--- src/rtl/gpx_pkg.sv ---
`timescale 1ns/1ps
package gpx_pkg;
    localparam logic [7:0] ID_VALUE   = 8'h7B;
    localparam logic [7:0] A_ID       = 8'h00;
    localparam logic [7:0] A_PEND     = 8'h0C;
    localparam logic [7:0] A_STATE    = 8'h10;
    localparam logic [7:0] A_SYSCTL   = 8'h40;
    localparam logic [7:0] A_IRQMODE  = 8'h41;
    localparam logic [7:0] A_GIE      = 8'h42;
    localparam logic [7:0] A_IEN      = 8'h48;
    localparam logic [7:0] A_EVT      = 8'h4C;
    localparam logic [7:0] A_TRIG     = 8'h50;
    localparam logic [7:0] A_ACK      = 8'h54;
    localparam logic [7:0] A_DIR      = 8'h60;
    localparam logic [7:0] A_PULL     = 8'h68;
    localparam logic [7:0] A_SET      = 8'h6C;
    localparam logic [7:0] A_CLR      = 8'h70;

    typedef enum logic {
        IRQ_IDLE   = 1'b0,
        IRQ_ASSERT = 1'b1
    } irq_state_t;

    function automatic logic in_win(input logic [7:0] a, input logic [7:0] base);
        return a[7:2] == base[7:2];
    endfunction

    function automatic logic [7:0] pick_byte(input logic [31:0] v, input logic [1:0] k);
        logic [7:0] r;
        case (k)
            2'd0: r = v[7:0];
            2'd1: r = v[15:8];
            2'd2: r = v[23:16];
            default: r = v[31:24];
        endcase
        return r;
    endfunction
endpackage

--- src/rtl/gpx_sync.sv ---
`timescale 1ns/1ps
module gpx_sync #(
    parameter int WIDTH  = 24,
    parameter int STAGES = 2
) (
    input  logic             clk,
    input  logic             rst_n,
    input  logic [WIDTH-1:0] din,
    output logic [WIDTH-1:0] dout
);
    logic [WIDTH-1:0] stg_q [STAGES];

    always_ff @(posedge clk) begin
        if (!rst_n) begin
            for (int k = 0; k < STAGES; k++) stg_q[k] <= '0;
        end else begin
            stg_q[0] <= din;
            for (int k = 1; k < STAGES; k++) stg_q[k] <= stg_q[k-1];
        end
    end

    assign dout = stg_q[STAGES-1];
endmodule

--- src/rtl/gpx_irq_detect.sv ---
`timescale 1ns/1ps
module gpx_irq_detect #(
    parameter int WIDTH = 24
) (
    input  logic             clk,
    input  logic             rst_n,
    input  logic [WIDTH-1:0] cur,
    input  logic             gpio_en,
    input  logic [WIDTH-1:0] ien,
    input  logic [WIDTH-1:0] evt,
    input  logic [WIDTH-1:0] trig,
    input  logic [WIDTH-1:0] ack,
    output logic [WIDTH-1:0] pend
);
    logic [WIDTH-1:0] prev_q;
    logic [WIDTH-1:0] pend_q;
    logic [WIDTH-1:0] hit;

    for (genvar i = 0; i < WIDTH; i++) begin : g_pin
        logic edge_hit;
        logic level_hit;
        assign edge_hit  = trig[i] ? (cur[i] & ~prev_q[i]) : (~cur[i] & prev_q[i]);
        assign level_hit = (cur[i] == trig[i]);
        assign hit[i]    = gpio_en & ien[i] & (evt[i] ? edge_hit : level_hit);
    end

    always_ff @(posedge clk) begin
        if (!rst_n) begin
            prev_q <= '0;
            pend_q <= '0;
        end else begin
            prev_q <= cur;
            pend_q <= (pend_q | hit) & ~ack;
        end
    end

    assign pend = pend_q;


    pend_needs_enable_chk: assert property (@(posedge clk) disable iff (!rst_n)
        (pend_q & ~$past(pend_q) & ~($past(ien) & {WIDTH{$past(gpio_en)}})) == '0);


    ack_clears_chk: assert property (@(posedge clk) disable iff (!rst_n)
        (pend_q & $past(ack)) == '0);
endmodule

--- src/rtl/gpx_irq_pin.sv ---
`timescale 1ns/1ps
module gpx_irq_pin
    import gpx_pkg::*;
(
    input  logic clk,
    input  logic rst_n,
    input  logic gie,
    input  logic pend_any,
    input  logic push_pull,
    input  logic active_high,
    output logic irq_oe,
    output logic irq_val
);
    irq_state_t state_q, state_d;

    always_comb begin
        state_d = state_q;
        unique case (state_q)
            IRQ_IDLE:   if (gie && pend_any)    state_d = IRQ_ASSERT;
            IRQ_ASSERT: if (!(gie && pend_any)) state_d = IRQ_IDLE;
            default:    state_d = IRQ_IDLE;
        endcase
    end

    always_ff @(posedge clk) begin
        if (!rst_n) state_q <= IRQ_IDLE;
        else        state_q <= state_d;
    end

    always_comb begin
        irq_oe  = 1'b0;
        irq_val = active_high;
        unique case (state_q)
            IRQ_IDLE: begin
                irq_oe  = push_pull;
                irq_val = push_pull ? ~active_high : active_high;
            end
            IRQ_ASSERT: begin
                irq_oe  = 1'b1;
                irq_val = active_high;
            end
            default: ;
        endcase
    end


    assert_needs_source_chk: assert property (@(posedge clk) disable iff (!rst_n)
        (state_q == IRQ_ASSERT) |-> $past(gie && pend_any));


    pp_always_driven_chk: assert property (@(posedge clk) disable iff (!rst_n)
        !irq_oe |-> !push_pull);
endmodule

--- src/rtl/gpx_regfile.sv ---
`timescale 1ns/1ps
module gpx_regfile
    import gpx_pkg::*;
#(
    parameter int WIDTH = 24
) (
    input  logic             clk,
    input  logic             rst_n,
    input  logic             we,
    input  logic [7:0]       addr,
    input  logic [7:0]       wdata,
    output logic [7:0]       rdata,
    input  logic [WIDTH-1:0] pend_i,
    input  logic [WIDTH-1:0] state_i,
    output logic [WIDTH-1:0] dir,
    output logic [WIDTH-1:0] pull,
    output logic [WIDTH-1:0] ien,
    output logic [WIDTH-1:0] evt,
    output logic [WIDTH-1:0] trig,
    output logic [WIDTH-1:0] out_q,
    output logic [WIDTH-1:0] ack_mask,
    output logic             gpio_en,
    output logic             gie,
    output logic             push_pull,
    output logic             active_high
);
    logic [WIDTH-1:0] set_mask, clr_mask;
    logic [1:0]       lane;

    assign lane = addr[1:0];

    always_comb begin
        for (int i = 0; i < WIDTH; i++) begin
            logic sel;
            sel         = we && (lane == 2'(i >> 3)) && wdata[i[2:0]];
            set_mask[i] = sel && in_win(addr, A_SET);
            clr_mask[i] = sel && in_win(addr, A_CLR);
            ack_mask[i] = sel && in_win(addr, A_ACK);
        end
    end

    always_ff @(posedge clk) begin
        if (!rst_n) begin
            dir <= '0; pull <= '0; ien <= '0; evt <= '0; trig <= '0; out_q <= '0;
            gpio_en <= 1'b0; gie <= 1'b0; push_pull <= 1'b0; active_high <= 1'b0;
        end else begin
            if (we && addr == A_SYSCTL)  gpio_en <= wdata[0];
            if (we && addr == A_GIE)     gie     <= wdata[0];
            if (we && addr == A_IRQMODE) begin
                push_pull   <= wdata[0];
                active_high <= wdata[1];
            end
            for (int i = 0; i < WIDTH; i++) begin
                if (we && lane == 2'(i >> 3)) begin
                    if (in_win(addr, A_DIR))  dir[i]  <= wdata[i[2:0]];
                    if (in_win(addr, A_PULL)) pull[i] <= wdata[i[2:0]];
                    if (in_win(addr, A_IEN))  ien[i]  <= wdata[i[2:0]];
                    if (in_win(addr, A_EVT))  evt[i]  <= wdata[i[2:0]];
                    if (in_win(addr, A_TRIG)) trig[i] <= wdata[i[2:0]];
                end
            end
            out_q <= (out_q | set_mask) & ~clr_mask;
        end
    end

    always_comb begin
        rdata = 8'h00;
        if (addr == A_ID)            rdata = ID_VALUE;
        else if (addr == A_SYSCTL)   rdata = {7'b0, gpio_en};
        else if (addr == A_IRQMODE)  rdata = {6'b0, active_high, push_pull};
        else if (addr == A_GIE)      rdata = {7'b0, gie};
        else if (in_win(addr, A_PEND))  rdata = pick_byte(32'(pend_i), lane);
        else if (in_win(addr, A_STATE)) rdata = pick_byte(32'(state_i), lane);
        else if (in_win(addr, A_IEN))   rdata = pick_byte(32'(ien), lane);
        else if (in_win(addr, A_EVT))   rdata = pick_byte(32'(evt), lane);
        else if (in_win(addr, A_TRIG))  rdata = pick_byte(32'(trig), lane);
        else if (in_win(addr, A_DIR))   rdata = pick_byte(32'(dir), lane);
        else if (in_win(addr, A_PULL))  rdata = pick_byte(32'(pull), lane);
    end


    set_drives_high_chk: assert property (@(posedge clk) disable iff (!rst_n)
        (out_q & $past(set_mask)) == $past(set_mask));


    clr_drives_low_chk: assert property (@(posedge clk) disable iff (!rst_n)
        (out_q & $past(clr_mask)) == '0);
endmodule

--- src/rtl/gpx_regcore.sv ---
`timescale 1ns/1ps
module gpx_regcore #(
    parameter int PINS        = 24,
    parameter int SYNC_STAGES = 2
) (
    input  logic            clk,
    input  logic            rst_n,
    input  logic            bus_we,
    input  logic [7:0]      bus_addr,
    input  logic [7:0]      bus_wdata,
    output logic [7:0]      bus_rdata,
    input  logic [PINS-1:0] pin_in,
    output logic [PINS-1:0] pin_out,
    output logic [PINS-1:0] pin_dir,
    output logic [PINS-1:0] pin_pull,
    output logic            irq_oe,
    output logic            irq_val
);
    logic [PINS-1:0] synced, pend, ien, evt, trig, ack_mask;
    logic            gpio_en, gie, push_pull, active_high;

    gpx_sync #(.WIDTH(PINS), .STAGES(SYNC_STAGES)) u_sync (
        .clk(clk), .rst_n(rst_n), .din(pin_in), .dout(synced)
    );

    gpx_regfile #(.WIDTH(PINS)) u_regs (
        .clk(clk), .rst_n(rst_n), .we(bus_we), .addr(bus_addr), .wdata(bus_wdata),
        .rdata(bus_rdata), .pend_i(pend), .state_i(synced), .dir(pin_dir),
        .pull(pin_pull), .ien(ien), .evt(evt), .trig(trig), .out_q(pin_out),
        .ack_mask(ack_mask), .gpio_en(gpio_en), .gie(gie), .push_pull(push_pull),
        .active_high(active_high)
    );

    gpx_irq_detect #(.WIDTH(PINS)) u_detect (
        .clk(clk), .rst_n(rst_n), .cur(synced), .gpio_en(gpio_en), .ien(ien),
        .evt(evt), .trig(trig), .ack(ack_mask), .pend(pend)
    );

    gpx_irq_pin u_irq (
        .clk(clk), .rst_n(rst_n), .gie(gie), .pend_any(|pend),
        .push_pull(push_pull), .active_high(active_high),
        .irq_oe(irq_oe), .irq_val(irq_val)
    );
endmodule

--- config.mk ---
export PLATFORM = sky130hd
export DESIGN_NAME = gpx_regcore
export DESIGN_NICKNAME = d
export VERILOG_FILES = /design/src/rtl/gpx_pkg.sv /design/src/rtl/gpx_sync.sv /design/src/rtl/gpx_irq_detect.sv /design/src/rtl/gpx_irq_pin.sv /design/src/rtl/gpx_regfile.sv /design/src/rtl/gpx_regcore.sv
export SDC_FILE = /design/constraint.sdc
export NUM_CORES = 1
export LEC_CHECK = 0
export CORE_MARGIN = 5
export CORE_UTILIZATION = 57
export DETAILED_ROUTE_END_ITERATION = 6
export DONT_BUFFER_PORTS = 1
export PLACE_DENSITY = 0.82
export SLEW_MARGIN = 15
export SYNTH_ARGS = -nofsm -noshare
export SYNTH_HDL_FRONTEND = slang
export SYNTH_SLANG_ARGS = --single-unit
export TNS_END_PERCENT = 20
--- constraint.sdc ---
create_clock -name clk -period 2.3 [get_ports clk]
set_input_delay 0.46 -clock clk [delete_from_list [all_inputs] [get_ports clk]]
set_output_delay 0.46 -clock clk [all_outputs]
set_load 0.01 [all_outputs]
# Word-level counts from Yosys, hierarchy flattened
# Memory sizes are Yosys's and may differ from the RTL's.
# Index checks and enable logic that the tools add are counted.
# totals
regBits,197
mem_bits_rw,48
input_bits,43
output_inout_bits,82
wordCells,412
n_memories,1
# op_classes
eq_ne,39
muxes,74
bitwise_logic,154
reduce_logical,121
# memory_table
memory,words,word_bits,rd,rd_ports_with_merged_regs,write_ports,line_no,rtl
u_sync.stg_q,2,24,2,0,2,gpx_sync.sv:11,logic [WIDTH-1:0] stg_q [STAGES];
# op_table
cell,count
$pmux W8 S3,7
$logic_and A1 B1 Y1,103
$and A1 B1 Y1,96
$mux W8,11
$mux W1,52
$not A1 Y1,50
$and A24 B24 Y24,2
$eq A6 B5 Y1 const B,8
$mux W24,2
$not A24 Y24,2
$or A24 B24 Y24,2
$reduce_and A2 Y1,15
$eq A1 B1 Y1,24
$eq A8 B7 Y1 const B,3
$reduce_or A24 Y1,1
$logic_not A8 Y1,1
$eq A6 B2 Y1 const B,1
$eq A6 B3 Y1 const B,1
$pmux W1 S2,2
$eq A2 B1 Y1 const B,1
$eq A2 B2 Y1 const B,1
$logic_not A2 Y1,1
$or A1 B1 Y1,2

# Logic depth before layout (Yosys ltp)
# Gate-level depths: netlist of run 1.
# depth
word_depth,13
depth_mapped,9
mapped_depth_nobuf,5

# Hierarchy
# A second synthesis of run 1 with hierarchy kept.
# hier_totals
cells_unflattened,1336
area_unflattened_um2,11629.9
# modules_own_cells
module,instances,cells_each,area_each_um2,seq_area_each_um2
gpx_regfile,1,996,7764.9,2962.8
gpx_irq_detect,1,202,2239.6,960.9
gpx_sync,1,125,1511.4,960.9
gpx_irq_pin,1,5,62.6,20.0
gpx_regcore,1,8,51.3,0.0

# Worst setup path before layout of run 1
# OpenSTA, ideal clock, no wires.
# synth_timing
kind,input -> output
startpoint,in bus_addr[3]
endpoint,out bus_rdata[5]
arrival_ns,1.943
required_ns,1.840
slack_ns,-0.103
stages,7
path_buffers,2
cell_sequence,buf_2 or4b_4 buf_6 a221o_1 o211ai_1 a21oi_1 o31a_1
# synth_via
elab_chain_cells,12
elab_cells_between_ends,22
classes_between,10 x eq/ne; 11 x mux; 1 x reduce/logical
# synth_rtl
element,line_no,rtl
"start, declared",gpx_regcore.sv:9,"input logic [7:0] bus_addr,"
$eq A6 B5 Y1,gpx_pkg.sv:25,return a[7:2] == base[7:2];
$mux W8,gpx_regfile.sv:78,"else if (in_win(addr, A_PULL)) rdata = pick_byte(32'(pull), lane);"
$mux W8,gpx_regfile.sv:77,"else if (in_win(addr, A_DIR)) rdata = pick_byte(32'(dir), lane);"
$mux W8,gpx_regfile.sv:76,"else if (in_win(addr, A_TRIG)) rdata = pick_byte(32'(trig), lane);"
$mux W8,gpx_regfile.sv:75,"else if (in_win(addr, A_EVT)) rdata = pick_byte(32'(evt), lane);"
$mux W8,gpx_regfile.sv:74,"else if (in_win(addr, A_IEN)) rdata = pick_byte(32'(ien), lane);"
$mux W8,gpx_regfile.sv:73,"else if (in_win(addr, A_STATE)) rdata = pick_byte(32'(state_i), lane);"
$mux W8,gpx_regfile.sv:72,"else if (in_win(addr, A_PEND)) rdata = pick_byte(32'(pend_i), lane);"
$mux W8,gpx_regfile.sv:71,"else if (addr == A_GIE) rdata = {7'b0, gie};"
$mux W8,gpx_regfile.sv:70,"else if (addr == A_IRQMODE) rdata = {6'b0, active_high, push_pull};"
$mux W8,gpx_regfile.sv:69,"else if (addr == A_SYSCTL) rdata = {7'b0, gpio_en};"
$mux W8 (*),gpx_regfile.sv:68,if (addr == A_ID) rdata = ID_VALUE;
"end, declared",gpx_regcore.sv:11,"output logic [7:0] bus_rdata,"
# Mark *: on every way between the ends. The rest lies on a longest branch, timed or not.

==> results.toml, run 1 <==
[clock_network]
h-tree-depth = 1
cts_hold_buf = 0
cts.sinks = 245
clk_latency_ns = 0.53
numCtsBuffers = 25
clock_path_buffers = 3
cts_tree = "yes"
clock-root-buffer = "clkbuf_16"
clk_pin_slew_ns = 0.06

[timing]
max_freq_ghz = 0.410
skew_ns = 0.0145
hold_viol = 0
worst_pin_slew_ns = 0.506
slew_headroom_pct = 66.0
whs_ns = 0.0580
fin_crit_sh_pct = 106
post-route-min-period_ns = 2.44
rsz0062_at_grt = "true"
setup_viol = 8
fin_setup_tns_ns = -0.684
drv_slew = 0
setup_ws_ns = -0.138

[worst_setup_path]
crit_path_start_kind = "flip-flop"
path_class = "reg -> out"
crit_arrival_ns = 1.98
required_ns = 1.84
cp_top_family = "compound AO/OA/AOI/OAI gates"
critPathBufInv = 0
endpoint = "bus_rdata[0]"
r2r_setup_slack_ns = 0.98
r2r_cells = 4
cpMaxStageDelayCell = "dfxtp_1"
crit_fanout = 4
cp.depth = 5
crit_path_cell_trace = "mux2i_2, o2bb2ai_1, a32oi_1, o311ai_1, a211o_1"
critPathLaunch = "u_sync.stg_q[0][40]"
crit_path_end_kind = "output pin"
r2r_end = "u_detect.pend[22]"
cpPeakStageDelay_ns = 0.36
reg2reg_from = "u_regs.gpio_en"

[power]
peakVddDrop_mv = 0.748
p_int_uw = 7090
p_leak_uw = 0.00434
combPwrFrac_pct = 3.9
p_sw_share_pct = 21.4
pwr-share-seq_pct = 48.0
switchingPower_uw = 1930
p_clk_share_pct = 48.1
power.density_nw_per_um2 = 709

[finish]
area_delta_synth_final_pct = 13.4
fill_cells = 1592
nNetsFinal = 1322
n_antenna_cell = 0
drive_above_1_share_pct = 15.3
final_cells = 1561

[placed_design]
routabilityCongestion = 0.975
place_inst = 1513
io_buffers = 0
dp_hpwl_um = 24000

[global_routing]
gr-total-overflow = 0
grtUsageTotal_pct = 31.0
antenna_found_initial = 0
grt_max_degree = 246
grt_pass1_wl_um = 54900
grt_pass1_vias = 9317

[die]
die_w_um = 150
io_pins = 125
dieArea_um2 = 22600
num_rows = 51
die_y_um = 150
initial_core_util_pct = 57.8
core-area_um2 = 19400

[synthesis]
synth-seq-cells = 245
synth-main-ff-cell = "dfxtp_1"
synthTopCellsByArea = "dfxtp_1 44%, mux2i_1 6.6%, nand2_1 6.0%, a21boi_0 4.9%, nand3_1 4.5%"
yosysUniqueCellTypes = 52
synth_edf_count = 0
synth_top_cell_by_area = "dfxtp_1"
synth_cells = 1310
netlist_area_um2 = 11200
synth_fp_nets = 1353
synth_warnings = 0
ys_async_sr_fraction_pct = 0
syn_avg_cell_area_um2 = 8.57
synth_seq_area_share_pct = 43.7
yosysTopAreaCellShare_pct = 43.7

[drt]
drtIter0Drc = 1311
totalWireLength_um = 36100
viasPerCell = 6.52
drt_pass1_iterations = 6
ant_nets = 0
wl_per_cell_um = 23.2
num_vias = 10200
drc = 0

[status]
violations = "setup timing"
outcome = "finished, violations left"

[min_path]
hold_start = "pin_in[7]"
min_path_type = "in -> reg"

[run]
cap_violations = 0
[synthesized netlist by cell type, drive strengths merged, types with 16 or more instances]
cell type / count
a31oi: 56
buf: 43
dfxtp: 245
o2bb2ai: 19
nor2b: 61
a21oi: 21
nand3: 101
and2: 79
nor2: 67
nand2: 180
a21boi: 89
mux2i: 74
a22oi: 16
mux2: 16
clkbuf: 69
o21ai: 60
[area by class of cell]
class | count | area, µm² | share of cell area, %
multi-input cells | 947 | 6020 | 47.3
flip-flops and latches | 245 | 4970 | 39.0
clock buffers | 34 | 719 | 5.66
repair buffers | 54 | 505 | 3.97
well taps | 265 | 332 | 2.61
clock inverters | 10 | 154 | 1.21
inverters | 6 | 22.5 | 0.177
[per-stage QoR]
stage | setup slack, ns | cell area, µm² | total power [µW] | utilization (%)
4_1_cts | -0.111 | 12600 | 9010 | 65.2
6_report | -0.138 | 12700 | 9020 | 65.6
2_1_floorplan | -0.103 | 11200 | 4770 | -
3_5_place_dp | -0.0265 | 11600 | 4760 | 59.6
3_3_place_gp | -0.00831 | 11600 | 4760 | 59.6
5_1_grt | -0.174 | 12700 | 9230 | 65.6
[cell families after synthesis]
logic type	after synthesis	share of synthesized area, %
buffers and inverters	118	4.52
xor gates and xnor gates	3	0.234
DFF	245	43.7
muxes	90	8.21
AOI/OAI and AO/OA	322	19.9
and+or+nand+nor	532	23.4
[layer usage]
metal | GRT usage (%) | wire length [µm] | part of all wire, % | vias up
met5 | 0 | 0 | 0 | -
met4 | 11.3 | 1530 | 4.2 | 0
met3 | 7.16 | 4500 | 12 | 116
met2 | 46.1 | 15700 | 44 | 643
met1 | 43.9 | 14400 | 40 | 4852
li1 | - | - | - | 4564
[sequential cells by signal (all words and copies together), names as in the netlist, 24 cells and up]
name             count
u_regs.dir          24
u_regs.evt          24
u_detect.pend       24
u_regs.ien          24
u_detect.prev_q     24
u_regs.trig         24
u_regs.pull         24
u_sync.stg_q        48
u_regs.out_q        24
[placed cells by master (no fill, tap or decap), drive strengths merged, types with 12 or more instances in the layout]
cell,count
and2,79
a31oi,56
o2bb2ai,19
nand2,180
nor2,67
nor2b,61
nor3,12
a21oi,21
o31ai,15
o21ai,60
clkbuf,34
dfxtp,245
nand3,101
mux2,16
buf,54
mux2i,74
a22oi,16
a21boi,89
[power by group through the flow]
stage / sequential (µW) / clock [µW] / combinational, µW
2_1_floorplan: 4410 / 0 / 358
3_3_place_gp: 4430 / 0 / 335
3_5_place_dp: 4430 / 0 / 337
4_1_cts: 4320 / 4340 / 347
5_1_grt: 4330 / 4530 / 377
6_report: 4320 / 4340 / 356
[worst reg2reg max path, cell delays in order, from the launching register on]
cell	delay (ns)
dfxtp_1	0.33
buf_4	0.33
nand3_1	0.14
a21oi_1	0.24
o221a_2	0.22
[worst min path at each step]
stage | end | cells after the start
4_1_cts | u_sync.stg_q[0][7] | 1
2_1_floorplan | u_sync.stg_q[0][24] | 1
6_report | u_sync.stg_q[0][7] | 1
5_1_grt | u_sync.stg_q[0][41] | 1
3_5_place_dp | u_sync.stg_q[0][33] | 1
3_3_place_gp | u_sync.stg_q[0][33] | 1
[what timing repair did]
| item | in CTS | in global routing |
|---|---|---|
| setup endpoints to repair | 8 | 8 |
| gates resized for setup | 64 | 19 |
| pin swaps | 26 | 8 |
| buffers inserted | 2 | 2 |
Note: power is estimated with default switching activity, not from simulation.
==> run 2: changes to the inputs <==
--- a/config.mk
+++ b/config.mk
@@ -5,6 +5,7 @@
 export SDC_FILE = /design/constraint.sdc
 export NUM_CORES = 1
 export LEC_CHECK = 0
+export CORE_ASPECT_RATIO = 1.4
 export CORE_MARGIN = 5
 export CORE_UTILIZATION = 57
 export DETAILED_ROUTE_END_ITERATION = 6
==> run 2 against run 1 <==
Flip-flop and latch count unchanged. Total power is 5.5% lower. The flow still finishes with violations (setup timing). Core utilization is 0.51 points lower.
==> results.toml, run 2 (synthesized netlist as in run 1, its figures left out) <==
[drt]
totalWireLength_um = 34900
drt_pass1_iterations = 5
drc = 0
wl_per_cell_um = 22.5
num_vias = 9883
ant_nets = 0
viasPerCell = 6.37
drtIter0Drc = 1153

[clock_network]
numCtsBuffers = 24
clk_pin_slew_ns = 0.06
cts.sinks = 245
h-tree-depth = 1
clock-root-buffer = "clkbuf_16"
clock_path_buffers = 3
cts_tree = "yes"
clk_latency_ns = 0.51

[global_routing]
grt_pass1_vias = 9270
grtUsageTotal_pct = 30.0
grt_pass1_wl_um = 53800
antenna_found_initial = 0
grt_max_degree = 246
gr-total-overflow = 0

[die]
die_y_um = 176
initial_core_util_pct = 58.2
io_pins = 125
core-area_um2 = 19300
dieArea_um2 = 22600
die_w_um = 129
num_rows = 60

[worst_setup_path]
r2r_cells = 4
crit_path_start_kind = "flip-flop"
crit_path_end_kind = "output pin"
required_ns = 1.84
crit_arrival_ns = 1.96
path_class = "reg -> out"
reg2reg_from = "u_regs.evt[3]"
r2r_setup_slack_ns = 0.89
r2r_end = "u_detect.pend[3]"
crit_fanout = 3

[timing]
skew_ns = 0.0120
drv_slew = 0
post-route-min-period_ns = 2.42
hold_viol = 0
max_freq_ghz = 0.414
worst_pin_slew_ns = 0.707
fin_crit_sh_pct = 105
slew_headroom_pct = 52.5
setup_viol = 7
setup_ws_ns = -0.118
rsz0062_at_grt = "true"

[placed_design]
routabilityCongestion = 1.01
placed_area_um2 = 11600
io_buffers = 0
dp_hpwl_um = 24000

[min_path]
hold_start = "pin_in[6]"
whs_path_depth = 1
min_path_type = "in -> reg"
holdPathEnd = "u_sync.stg_q[0][6]"

[finish]
top_register = "u_sync.stg_q"
final_common_cell = "dfxtp_1"
final_util_pct = 65.1
largest_reg_flops = 48
final_cell_mix = "214 x dfxtp_1, 180 x nand2_1, 101 x nand3_1"
area_delta_synth_final_pct = 11.9
nNetsFinal = 1330
postLayoutCellArea_um2 = 12600
n_antenna_cell = 0
fill_cells = 1575
drive_above_1_share_pct = 14.3

[status]
outcome = "finished, violations left"
violations = "setup timing"

[run]
cap_violations = 0

[power]
power.density_nw_per_um2 = 679
finalPower_uw = 8520
p_leak_uw = 0.00434
peakVddDrop_mv = 0.749
-- run 2: cell types whose count changed in the layout (fill, tap and decap cells not counted), sizes merged --
cell    previous run  this run
buf               54        63
bufinv             4         1
clkbuf            34        36
-- run 2: layer usage --
metal / part of all wire [%] / global-route usage, % / wire length, µm / up-vias
li1: - / - / - / 4588
met1: 39 / 38.6 / 13600 / 4733
met2: 48 / 49.0 / 16600 / 478
met3: 9.2 / 6.96 / 3220 / 84
met4: 4.3 / 11.2 / 1510 / 0
met5: 0 / 0 / 0 / -
-- run 2: final cells by class --
class                           instances  area, µm²  area share [%]
Clock inverter                          7       63.8           0.508
Inverter                                6       22.5           0.179
Multi-Input combinational cell        947       5950            47.4
Tap cell                              248        310            2.47
Timing Repair Buffer                   63        548            4.37
Clock buffer                           36        697            5.55
Sequential cell                       245       4960            39.5
-- run 2: timing repair --
item                       in CTS  in global routing
hold buffers                    0                  0
setup buffers                   1                  2
gates cloned                    0                  0
gates resized for setup        43                 20
pin swaps                      19                  8
setup endpoints to repair       8                  8
-- run 2: power by group --
part / switching (µW) / internal, µW / total, µW / leakage, µW
Combinational: 184 / 179 / 362 / 0.00196
Sequential: 38.3 / 4290 / 4330 / 0.00200
Clock: 1630 / 2200 / 3830 / 0.000377
-- run 2: how the worst max path moves through the flow --
stage / start / slack [ns] / end
final: u_regs.pull[2] / -0.12 / bus_rdata[2]
after global routing: u_regs.dir[16] / -0.18 / bus_rdata[0]
after CTS: u_regs.dir[18] / -0.10 / bus_rdata[2]
after detailed placement: bus_addr[2] / -0.13 / bus_rdata[1]
after global placement: bus_addr[2] / -0.07 / bus_rdata[1]
after floorplan: bus_addr[3] / -0.10 / bus_rdata[5]
-- run 2: per-stage QoR --
stage                     cells  TNS [ns]  setup WS (ns)  hold WS (ns)
after floorplan            1310    -0.251         -0.103         0.412
after global placement     1506    -0.148        -0.0747         0.413
after detailed placement   1506    -0.342         -0.131         0.419
after CTS                  1550    -0.660         -0.102        0.0637
after global routing       1552     -1.06         -0.183        0.0602
final                      1552    -0.528         -0.118        0.0712
-- run 2: worst max-delay path: stages (launching register included) --
cell       delay (ns)
dfxtp_2          0.38
mux2i_2          0.10
o2bb2ai_1        0.17
a22oi_2          0.16
a211o_1          0.30
a31oi_1          0.17
buf_4            0.17
